<file path="config.mk">
export PLATFORM = sky130hd
export DESIGN_NAME = msi_child_cache
export DESIGN_NICKNAME = d
export VERILOG_FILES = /design/src/rtl/msi_pkg.sv /design/src/rtl/msi_line_store.sv /design/src/rtl/msi_step.sv /design/src/rtl/msi_child_cache.sv
export SDC_FILE = /design/constraint.sdc
export NUM_CORES = 1
export LEC_CHECK = 0
export BUFFER_PORTS_ARGS = -buffer_cell sky130_fd_sc_hd__buf_2
export CELL_PAD_IN_SITES_DETAIL_PLACEMENT = 1
export CELL_PAD_IN_SITES_GLOBAL_PLACEMENT = 2
export CORE_MARGIN = 1.5
export CORE_UTILIZATION = 39
export CTS_CLUSTER_SIZE = 30
export DETAILED_ROUTE_END_ITERATION = 10
export GPL_ROUTABILITY_DRIVEN = 0
export GPL_TIMING_DRIVEN = 0
export PLACE_DENSITY = 0.89
export SKIP_CTS_REPAIR_TIMING = 1
export SLEW_MARGIN = 20
export SYNTH_ARGS = -nofsm -noshare
export SYNTH_HDL_FRONTEND = slang
export SYNTH_SLANG_ARGS = --single-unit
</file>
<file path="constraint.sdc">
create_clock -name clk -period 4.2 [get_ports clk]
set_clock_uncertainty 0.15 [all_clocks]
set_input_delay 0.42 -clock clk [delete_from_list [all_inputs] [get_ports clk]]
set_output_delay 0.42 -clock clk [all_outputs]
set_load 0.005 [all_outputs]
</file>
<file path="src/rtl/msi_pkg.sv">
package msi_pkg;
  typedef enum logic [1:0] {ST_I = 2'd0, ST_S = 2'd1, ST_M = 2'd2} msi_t;

  typedef struct packed {
    logic vld;
    msi_t tgt;
  } wait_t;

  function automatic msi_t need_of(input logic is_store);
    return is_store ? ST_M : ST_S;
  endfunction

  function automatic logic covers(input msi_t have, input msi_t need);
    return have >= need;
  endfunction

  function automatic logic dirty(input msi_t s);
    return s == ST_M;
  endfunction
endpackage

</file>
<file path="src/rtl/msi_line_store.sv">
module msi_line_store
  import msi_pkg::*;
#(
  parameter int IDX_W  = 2,
  parameter int TAG_W  = 6,
  parameter int DATA_W = 16
) (
  input  logic              clk,
  input  logic              rst_n,
  input  logic [IDX_W-1:0]  a_idx,
  output msi_t              a_state,
  output logic [TAG_W-1:0]  a_tag,
  output wait_t             a_wait,
  output logic [DATA_W-1:0] a_data,
  input  logic [IDX_W-1:0]  b_idx,
  output msi_t              b_state,
  output logic [TAG_W-1:0]  b_tag,
  output logic [DATA_W-1:0] b_data,
  input  logic [IDX_W-1:0]  w_idx,
  input  logic              we_state,
  input  msi_t              w_state,
  input  logic              we_tag,
  input  logic [TAG_W-1:0]  w_tag,
  input  logic              we_wait,
  input  wait_t             w_wait,
  input  logic              we_data,
  input  logic [DATA_W-1:0] w_data
);
  localparam int LINES = 1 << IDX_W;

  msi_t              st_q  [LINES];
  logic [TAG_W-1:0]  tag_q [LINES];
  wait_t             wt_q  [LINES];
  logic [DATA_W-1:0] dat_q [LINES];

  for (genvar g = 0; g < LINES; g++) begin : g_line
    logic sel;
    assign sel = (w_idx == IDX_W'(g));
    always_ff @(posedge clk) begin
      if (!rst_n) begin
        st_q[g]  <= ST_I;
        tag_q[g] <= '0;
        wt_q[g]  <= '0;
        dat_q[g] <= '0;
      end else begin
        if (sel && we_state) st_q[g]  <= w_state;
        if (sel && we_tag)   tag_q[g] <= w_tag;
        if (sel && we_wait)  wt_q[g]  <= w_wait;
        if (sel && we_data)  dat_q[g] <= w_data;
      end
    end
  end

  assign a_state = st_q[a_idx];
  assign a_tag   = tag_q[a_idx];
  assign a_wait  = wt_q[a_idx];
  assign a_data  = dat_q[a_idx];
  assign b_state = st_q[b_idx];
  assign b_tag   = tag_q[b_idx];
  assign b_data  = dat_q[b_idx];

  AST_NO_DOUBLE_WAIT: assert property (@(posedge clk) disable iff (!rst_n)
    (we_wait && w_wait.vld) |-> !wt_q[w_idx].vld);

  AST_FILL_ONLY_FROM_I: assert property (@(posedge clk) disable iff (!rst_n)
    (we_data && we_wait && !w_wait.vld) |-> (st_q[w_idx] == ST_I));
endmodule

</file>
<file path="src/rtl/msi_step.sv">
module msi_step
  import msi_pkg::*;
#(
  parameter int ADDR_W = 8,
  parameter int IDX_W  = 2,
  parameter int DATA_W = 16,
  localparam int TAG_W = ADDR_W - IDX_W
) (
  input  logic              preq_valid,
  input  logic              preq_store,
  input  logic [ADDR_W-1:0] preq_addr,
  input  logic [DATA_W-1:0] preq_wdata,
  input  logic              p2c_valid,
  input  logic              p2c_is_resp,
  input  logic [ADDR_W-1:0] p2c_addr,
  input  msi_t              p2c_state,
  input  logic [DATA_W-1:0] p2c_data,
  input  msi_t              a_state,
  input  logic [TAG_W-1:0]  a_tag,
  input  wait_t             a_wait,
  input  logic [DATA_W-1:0] a_data,
  input  msi_t              b_state,
  input  logic [TAG_W-1:0]  b_tag,
  input  logic [DATA_W-1:0] b_data,
  output logic              preq_deq,
  output logic              p2c_deq,
  output logic [IDX_W-1:0]  w_idx,
  output logic              we_state,
  output msi_t              w_state,
  output logic              we_tag,
  output logic [TAG_W-1:0]  w_tag,
  output logic              we_wait,
  output wait_t             w_wait,
  output logic              we_data,
  output logic [DATA_W-1:0] w_data,
  output logic              send_c2p,
  output logic              send_is_resp,
  output logic [ADDR_W-1:0] send_addr,
  output msi_t              send_state,
  output logic              send_has_data,
  output logic [DATA_W-1:0] send_data,
  output logic              send_presp,
  output logic              send_ack,
  output logic [DATA_W-1:0] send_pdata,
  output logic              ev_store_hit,
  output logic              ev_evict
);
  logic [IDX_W-1:0] p_idx, q_idx;
  logic [TAG_W-1:0] p_tag, q_tag;
  msi_t             need;
  logic             p_match, q_match;

  assign p_idx   = preq_addr[IDX_W-1:0];
  assign p_tag   = preq_addr[ADDR_W-1:IDX_W];
  assign q_idx   = p2c_addr[IDX_W-1:0];
  assign q_tag   = p2c_addr[ADDR_W-1:IDX_W];
  assign need    = need_of(preq_store);
  assign p_match = (a_tag == p_tag) && (a_state != ST_I);
  assign q_match = (b_tag == q_tag) && (b_state != ST_I);

  always_comb begin
    preq_deq      = 1'b0;
    p2c_deq       = 1'b0;
    w_idx         = p_idx;
    we_state      = 1'b0;
    w_state       = ST_I;
    we_tag        = 1'b0;
    w_tag         = p_tag;
    we_wait       = 1'b0;
    w_wait        = '0;
    we_data       = 1'b0;
    w_data        = preq_wdata;
    send_c2p      = 1'b0;
    send_is_resp  = 1'b0;
    send_addr     = preq_addr;
    send_state    = ST_I;
    send_has_data = 1'b0;
    send_data     = '0;
    send_presp    = 1'b0;
    send_ack      = 1'b0;
    send_pdata    = '0;
    ev_store_hit  = 1'b0;
    ev_evict      = 1'b0;
    if (p2c_valid) begin
      p2c_deq = 1'b1;
      w_idx   = q_idx;
      if (p2c_is_resp) begin
        we_state = 1'b1;
        w_state  = p2c_state;
        we_wait  = 1'b1;
        w_wait   = '0;
        if (b_state == ST_I) begin
          we_data = 1'b1;
          w_data  = p2c_data;
        end
      end else if (q_match && (b_state > p2c_state)) begin
        we_state      = 1'b1;
        w_state       = p2c_state;
        send_c2p      = 1'b1;
        send_is_resp  = 1'b1;
        send_addr     = p2c_addr;
        send_state    = p2c_state;
        send_has_data = dirty(b_state);
        send_data     = dirty(b_state) ? b_data : '0;
      end
    end else if (preq_valid) begin
      if (p_match && covers(a_state, need)) begin
        preq_deq   = 1'b1;
        send_presp = 1'b1;
        if (preq_store) begin
          we_data      = 1'b1;
          send_ack     = 1'b1;
          ev_store_hit = 1'b1;
        end else begin
          send_pdata = a_data;
        end
      end else if (a_wait.vld) begin
        preq_deq = 1'b0;
      end else if (a_state != ST_I && !p_match) begin
        ev_evict      = 1'b1;
        we_state      = 1'b1;
        w_state       = ST_I;
        send_c2p      = 1'b1;
        send_is_resp  = 1'b1;
        send_addr     = {a_tag, p_idx};
        send_state    = ST_I;
        send_has_data = dirty(a_state);
        send_data     = dirty(a_state) ? a_data : '0;
      end else begin
        we_wait    = 1'b1;
        w_wait     = '{vld: 1'b1, tgt: need};
        we_tag     = 1'b1;
        send_c2p   = 1'b1;
        send_state = need;
      end
    end
  end
endmodule

</file>
<file path="src/rtl/msi_child_cache.sv">
module msi_child_cache
  import msi_pkg::*;
#(
  parameter int ADDR_W    = 8,
  parameter int IDX_W     = 2,
  parameter int DATA_W    = 16,
  parameter int ID_W      = 4,
  parameter int CHILD_ID  = 1,
  parameter int PARENT_ID = 0
) (
  input  logic              clk,
  input  logic              rst_n,
  input  logic              preq_valid,
  input  logic              preq_store,
  input  logic [ADDR_W-1:0] preq_addr,
  input  logic [DATA_W-1:0] preq_wdata,
  output logic              preq_ready,
  output logic              presp_valid,
  output logic              presp_ack,
  output logic [DATA_W-1:0] presp_data,
  input  logic              p2c_valid,
  input  logic              p2c_is_resp,
  input  logic [ADDR_W-1:0] p2c_addr,
  input  logic [1:0]        p2c_state,
  input  logic [DATA_W-1:0] p2c_data,
  output logic              p2c_ready,
  output logic              c2p_valid,
  output logic              c2p_is_resp,
  output logic [ID_W-1:0]   c2p_src,
  output logic [ID_W-1:0]   c2p_dst,
  output logic [ADDR_W-1:0] c2p_addr,
  output logic [1:0]        c2p_state,
  output logic              c2p_has_data,
  output logic [DATA_W-1:0] c2p_data
);
  localparam int TAG_W = ADDR_W - IDX_W;

  msi_t              a_state, b_state, w_state, send_state;
  logic [TAG_W-1:0]  a_tag, b_tag, w_tag;
  wait_t             a_wait, w_wait;
  logic [DATA_W-1:0] a_data, b_data, w_data, send_data, send_pdata;
  logic [IDX_W-1:0]  w_idx;
  logic              we_state, we_tag, we_wait, we_data;
  logic              preq_deq, p2c_deq;
  logic              send_c2p, send_is_resp, send_has_data;
  logic              send_presp, send_ack;
  logic [ADDR_W-1:0] send_addr;
  logic              ev_store_hit, ev_evict;

  msi_line_store #(.IDX_W(IDX_W), .TAG_W(TAG_W), .DATA_W(DATA_W)) u_lines (
    .clk(clk), .rst_n(rst_n),
    .a_idx(preq_addr[IDX_W-1:0]), .a_state(a_state), .a_tag(a_tag),
    .a_wait(a_wait), .a_data(a_data),
    .b_idx(p2c_addr[IDX_W-1:0]), .b_state(b_state), .b_tag(b_tag), .b_data(b_data),
    .w_idx(w_idx), .we_state(we_state), .w_state(w_state),
    .we_tag(we_tag), .w_tag(w_tag), .we_wait(we_wait), .w_wait(w_wait),
    .we_data(we_data), .w_data(w_data)
  );

  msi_step #(.ADDR_W(ADDR_W), .IDX_W(IDX_W), .DATA_W(DATA_W)) u_step (
    .preq_valid(preq_valid), .preq_store(preq_store), .preq_addr(preq_addr),
    .preq_wdata(preq_wdata),
    .p2c_valid(p2c_valid), .p2c_is_resp(p2c_is_resp), .p2c_addr(p2c_addr),
    .p2c_state(msi_t'(p2c_state)), .p2c_data(p2c_data),
    .a_state(a_state), .a_tag(a_tag), .a_wait(a_wait), .a_data(a_data),
    .b_state(b_state), .b_tag(b_tag), .b_data(b_data),
    .preq_deq(preq_deq), .p2c_deq(p2c_deq),
    .w_idx(w_idx), .we_state(we_state), .w_state(w_state),
    .we_tag(we_tag), .w_tag(w_tag), .we_wait(we_wait), .w_wait(w_wait),
    .we_data(we_data), .w_data(w_data),
    .send_c2p(send_c2p), .send_is_resp(send_is_resp), .send_addr(send_addr),
    .send_state(send_state), .send_has_data(send_has_data), .send_data(send_data),
    .send_presp(send_presp), .send_ack(send_ack), .send_pdata(send_pdata),
    .ev_store_hit(ev_store_hit), .ev_evict(ev_evict)
  );

  assign preq_ready = preq_deq;
  assign p2c_ready  = p2c_deq;
  assign c2p_src    = ID_W'(CHILD_ID);
  assign c2p_dst    = ID_W'(PARENT_ID);

  always_ff @(posedge clk) begin
    if (!rst_n) begin
      presp_valid  <= 1'b0;
      presp_ack    <= 1'b0;
      presp_data   <= '0;
      c2p_valid    <= 1'b0;
      c2p_is_resp  <= 1'b0;
      c2p_addr     <= '0;
      c2p_state    <= '0;
      c2p_has_data <= 1'b0;
      c2p_data     <= '0;
    end else begin
      presp_valid  <= send_presp;
      presp_ack    <= send_ack;
      presp_data   <= send_pdata;
      c2p_valid    <= send_c2p;
      c2p_is_resp  <= send_is_resp;
      c2p_addr     <= send_addr;
      c2p_state    <= send_state;
      c2p_has_data <= send_has_data;
      c2p_data     <= send_data;
    end
  end

  AST_PARENT_FIRST: assert property (@(posedge clk) disable iff (!rst_n)
    preq_ready |-> !p2c_valid);

  AST_ONE_MSG: assert property (@(posedge clk) disable iff (!rst_n)
    $countones({preq_ready, p2c_ready}) <= 1);

  AST_STORE_IN_M: assert property (@(posedge clk) disable iff (!rst_n)
    ev_store_hit |-> (a_state == ST_M));

  AST_DN_BELOW_M: assert property (@(posedge clk) disable iff (!rst_n)
    (c2p_valid && c2p_is_resp) |-> (c2p_state != 2'd2));

  AST_UP_ABOVE_I: assert property (@(posedge clk) disable iff (!rst_n)
    (c2p_valid && !c2p_is_resp) |-> (c2p_state != 2'd0 && !c2p_has_data));

  AST_EVICT_THEN_REQ: assert property (@(posedge clk) disable iff (!rst_n)
    (ev_evict && preq_valid) |=> (c2p_valid && c2p_is_resp && c2p_state == 2'd0));

  AST_ONE_OUT_PER_CYCLE: assert property (@(posedge clk) disable iff (!rst_n)
    !(c2p_valid && presp_valid));
endmodule

</file>
## Yosys cells after proc, flatten, opt, wreduce, memory -nomap -nowiden

Memories as Yosys holds them, arrays and structs flattened.
Index checks and enable logic that the tools add are counted.

- Bits in registers: 47
- Memory bits (writable): 108
- Input port bits: 56
- Output and inout bits: 57
- Logic and storage cells: 206
- Memories: 4

- $lt $le $gt $ge: 2
- Equality and inequality tests: 7
- Muxes and demuxes: 137
- Bitwise gates (word level): 19
- Reductions and logical operators: 28

Memory list:

| memory | words | bits a word | rd ports | clocked after memory_dff | write ports | RTL line | RTL |
|---|---|---|---|---|---|---|---|
| u_lines.dat_q | 4 | 16 | 2 | 0 | 4 | msi_line_store.sv:34 | `logic [DATA_W-1:0] dat_q [LINES];` |
| u_lines.tag_q | 4 | 6 | 2 | 0 | 4 | msi_line_store.sv:32 | `logic [TAG_W-1:0] tag_q [LINES];` |
| u_lines.wt_q | 4 | 3 | 1 | 0 | 4 | msi_line_store.sv:33 | `wait_t wt_q [LINES];` |
| u_lines.st_q | 4 | 2 | 2 | 0 | 4 | msi_line_store.sv:31 | `msi_t st_q [LINES];` |

Operator list:

| operator | number |
|---|---|
| $mux W16 | 16 |
| $mux W1 | 86 |
| $mux W8 | 7 |
| $mux W2 | 15 |
| $mux W3 | 9 |
| $mux W6 | 4 |
| $logic_and A1 B1 Y1 | 21 |
| $or A1 B1 Y1 | 16 |
| $eq A6 B6 Y1 | 2 |
| $eq A2 B2 Y1 const B | 4 |
| $reduce_or A5 Y1 | 1 |
| $logic_not A2 Y1 | 2 |
| $reduce_bool A2 Y1 | 2 |
| $not A1 Y1 | 3 |
| $eq A2 B1 Y1 const B | 1 |
| $ge A2 B2 Y1 | 1 |
| $gt A2 B2 Y1 | 1 |
| $reduce_or A2 Y1 | 1 |
| $logic_not A1 Y1 | 1 |

## Longest topological paths before layout

An unclocked memory read counts as a cell.

- Depth in word-level cells: 15
- Gate-level depth with buffers: 11
- Gate-level depth less buffers: 9

## Modules after synthesis

Synthesis repeated with hierarchy kept, for this count alone.

- Cell total of the unflattened synthesis: 602
- Area total of the unflattened synthesis: 8141.6 um^2

Modules (own cells, without submodules):

| module | instances | cells an instance | area an instance (um^2) | sequential area each (um^2) |
|---|---|---|---|---|
| msi_line_store | 1 | 333 | 5544.1 | 3243.1 |
| msi_child_cache | 1 | 109 | 1352.5 | 940.9 |
| msi_step | 1 | 160 | 1244.9 | 0.0 |

## Least setup slack after synthesis

No wires, ideal clock.

- Kind: input port to flip-flop
- From: input port preq_addr[0]
- To: memory u_lines.dat_q[1][0] (enable)
- Library setup time: 391 ps
- Data arrival time: 3175 ps
- Data required time: 3659 ps
- Slack: 484 ps
- Cell stages on the path: 9
- Path buffers: 2
- Cells stage by stage: buf_6 mux4_2 ha_1 a21oi_1 or2_2 nor4_4 buf_8 nor2_4 o21ai_1

RTL lines:

| element | RTL line | RTL |
|---|---|---|
| start: declaration | msi_child_cache.sv:15 | `input logic [ADDR_W-1:0] preq_addr,` |
| end: declaration | msi_line_store.sv:34 |  |

==> metrics.csv <==
stage,metric,value,unit
cells_and_area,Diodes inserted,0,
drt,met2 WL,11150,microns
floorplan,Die H,139.4,microns
global_route,initial antenna violation count,0,
cts,Root Buffer,clkbuf_16,
drt,Avg WL per Cell,22.74,microns
cts,Clock Latency Late Sink,0.44,ns
logic_synthesis,Synth Area in Simple Gates,0.1356,
timing,max_slew headroom,0.3373,
drt,DR WL met3,1118,microns
job,max-cap viol count,0,
floorplan,I/O pins,113,
cells_and_area,nets@finish,755,
drt,DR vias/cell,5.664,
drt,drc violations,6,
global_route,GRT overflow,0,
logic_synthesis,Syn Inst Count,564,
drt,Initial DRC Count,366,
logic_synthesis,register bit total from synthesis,147,
placement,placed cell count,905,
placement,dpl hpwl,15840,microns
logic_synthesis,Yosys cell types,52,
logic_synthesis,post-synth top area cell,edfxtp_1,
logic_synthesis,Synth top area share,0.4140,
timing,hold_ws,0.1673,ns
cts,cts bufs inserted,17,
timing,Peak Freq,269.6,MHz
logic_synthesis,proportion of synthesized area in mux cells,0.1713,
floorplan,Rows,49,
drt,wl on met1,8508,microns
placement,Placed Area,0.008153,sq mm
floorplan,die footprint,0.01943,sq mm
logic_synthesis,Post-synth top flop,edfxtp_1,
pwr,worst vdd ir,281.9,uV
global_route,first-pass GRT wire length,32930,microns
logic_synthesis,synth top area cells,"edfxtp_1 (41%), mux4_2 (15%), dfxtp_1 (13%), nor2_1 (5.5%), nand2_1 (2.9%)",
timing,Fin. Hold Viols,0,
critical_path,Required @ worst endpoint,4.18,ns
floorplan,Core ar.,0.01809,sq mm
drt,Total Wirelength,21310,microns
drt,DRT Pass-1 Iters,7,
global_route,vias in the first global route,5780,
timing,worst slew pin tran,0.9941,ns
timing,max-slew violation count,0,
cells_and_area,"Design Area, Final",0.008746,sq mm
hold_path,hold crit path type,primary input to flip-flop,
outcome,failing checks,DRC,
logic_synthesis,register area share after synthesis,0.5437,
logic_synthesis,Mapped Area,0.007253,sq mm
timing,RSZ-0062 raised after global routing,false,
timing,# setup viols final,0,
cells_and_area,layout cells sized above 1,0.3291,
cts,TritonCTS clock tree,yes,
timing,Tmin final,3.709,ns
pwr,Tot Pwr,3557,uW
logic_synthesis,number of synthesized flops with an enable pin,100,
cells_and_area,P&R area growth vs syn,20.58,%
pwr,PD cells,406.7,mW/mm^2
pwr,Static Leakage,0.003434,uW
logic_synthesis,Post-Synth XOR/XNOR Area,0.01328,
logic_synthesis,Syn Area/Cell,12.86,sq um
cts,clock slew at reported path FFs,0.06,ns
logic_synthesis,largest family of logic cells by synthesized area,multiplexers,
logic_synthesis,Post-synth ARST share,0,
placement,I/O Buffers,102,
drt,vias post-DR,5307,
cells_and_area,"non-filler cells, final",937,
floorplan,Die X-Extent,139.4,microns
critical_path,Crit Path Class,flip-flop to flip-flop,
timing,Final TNS setup,0,ns
cts,CTS Buffer Depth,2,
outcome,status,finished with violations,
drt,max layer used,met4,
critical_path,crit-path max FO,12,
cts,clock sink total,147,
global_route,GR Util All Layers,0.2284,
floorplan,Initial Utilization,0.4010,
drt,number of routed nets with antenna violations,0,
logic_synthesis,post-synthesis compound-gate area fraction,0.08953,
critical_path,arrival time worst endpoint,3.69,ns
cells_and_area,"commonest non-fill, non-tap cells in the layout","buf_2 (107), nor2_1 (107), edfxtp_1 (100), nand2_1 (57), mux4_2 (48)",
logic_synthesis,Adder-Cell Fraction of Synth Area,0.006900,
global_route,largest net degree at the start of global routing,17,
timing,Tcrit/Tclk final,0.8831,
critical_path,CP Capture Type,flip-flop,
cts,H-Tree Depth,4,
logic_synthesis,synth warn,0,
critical_path,CP startpoint kind,flip-flop,
==> synthesized netlist by cell type, types with 2 or more instances <==
cell      number
ha_1           4
conb_1         2
a31oi_1        2
buf_1          5
nor4_4         2
mux2i_1       15
edfxtp_1     100
a22oi_4        9
o22ai_2        8
nor3b_1        2
nor2b_1       18
nand4_2        2
inv_1         11
o21ai_1        4
nor2_1       107
a21oi_1        7
o22ai_1       12
xnor2_1       10
dfxtp_1       47
mux4_2        48
buf_2          5
nand2_1       57
o21ai_0        9
nand4_1        2
a22oi_1        9
nand3_1        6
clkbuf_1      16
buf_4         10
nor3_1         2
nand2b_1       5
and3_1         3
buf_6          4
o31ai_1        2
==> path summary, 6_finish.rpt <==
path | slack [ns] | to | start | cells after the start
worst max register to register | 0.49 | u_lines.dat_q[2][2] | u_lines.st_q[3][0] | 11
worst min-delay path | 0.17 | c2p_state[1] | preq_store | 3
worst max-delay path | 0.49 | u_lines.dat_q[2][2] | u_lines.st_q[3][0] | 11
worst min register to register | 0.59 | presp_data[13] | u_lines.dat_q[3][13] | 2
==> worst max-delay path, cell delays in order, from the launching register on <==
cell and delay, ns:
edfxtp_1 0.43, mux4_2 0.54, inv_1 0.09, ha_1 0.11, nand2b_1 0.09, a21oi_1 0.08, or2_2 0.34, nor4_4 0.58
buf_8 0.30, nor2_4 0.08, o21ai_2 0.37, buf_8 0.23
==> stage by stage <==
step	util	setup WS [ns]
finish	0.4836	0.4911
global route	0.4836	0.3024
CTS	0.4836	0.4734
detailed placement	0.4508	0.1991
global placement	0.4464	-0.6982
floorplan	-	0.4843
==> per-layer routing <==
layer | vias up | global-route usage
met5 | - | 0
met4 | 0 | 0.09239
met3 | 40 | 0.04164
met2 | 187 | 0.4014
met1 | 2749 | 0.2774
li1 | 2331 | -
==> kinds of logic (layout without fill, tap and decap cells) <==
group           Yosys count  count (layout)
mux                      64              64
simple gates            212             212
fa+ha+maj                 4               4
flops                   147             147
buf+inv                  52             190
compound gates           72              72
other cells               2               8
xor+xnor                 11              11
==> power breakdown <==
| part | leakage, uW | internal, uW | total, uW | switching, uW |
|---|---|---|---|---|
| sequential | 0.00141 | 1600 | 1620 | 26.5 |
| combinational | 0.00173 | 168 | 408 | 240 |
| clock | 0.000293 | 932 | 1520 | 591 |
| total | 0.00343 | 2700 | 3560 | 858 |
==> final cells by class <==
type	count	area, sq um
clock buffer	24	525.5
sequential	147	3944
tap	229	286.5
clock inverter	8	67.56
timing repair buffer	106	570.5
inverter	11	41.29
buffer	41	239.0
multi-input combinational	371	3072
fill	1906	9340
==> flip-flops by register name, indices dropped and copies added (netlist names) <==
name and cells:
u_lines.dat_q 64, u_lines.tag_q 24, c2p_data 16, presp_data 16, c2p_addr 8, u_lines.st_q 8
u_lines.wt_q 4, c2p_state 2, c2p_has_data 1, c2p_is_resp 1, c2p_valid 1, presp_ack 1
presp_valid 1
Power figures use the tool's default switching activity.
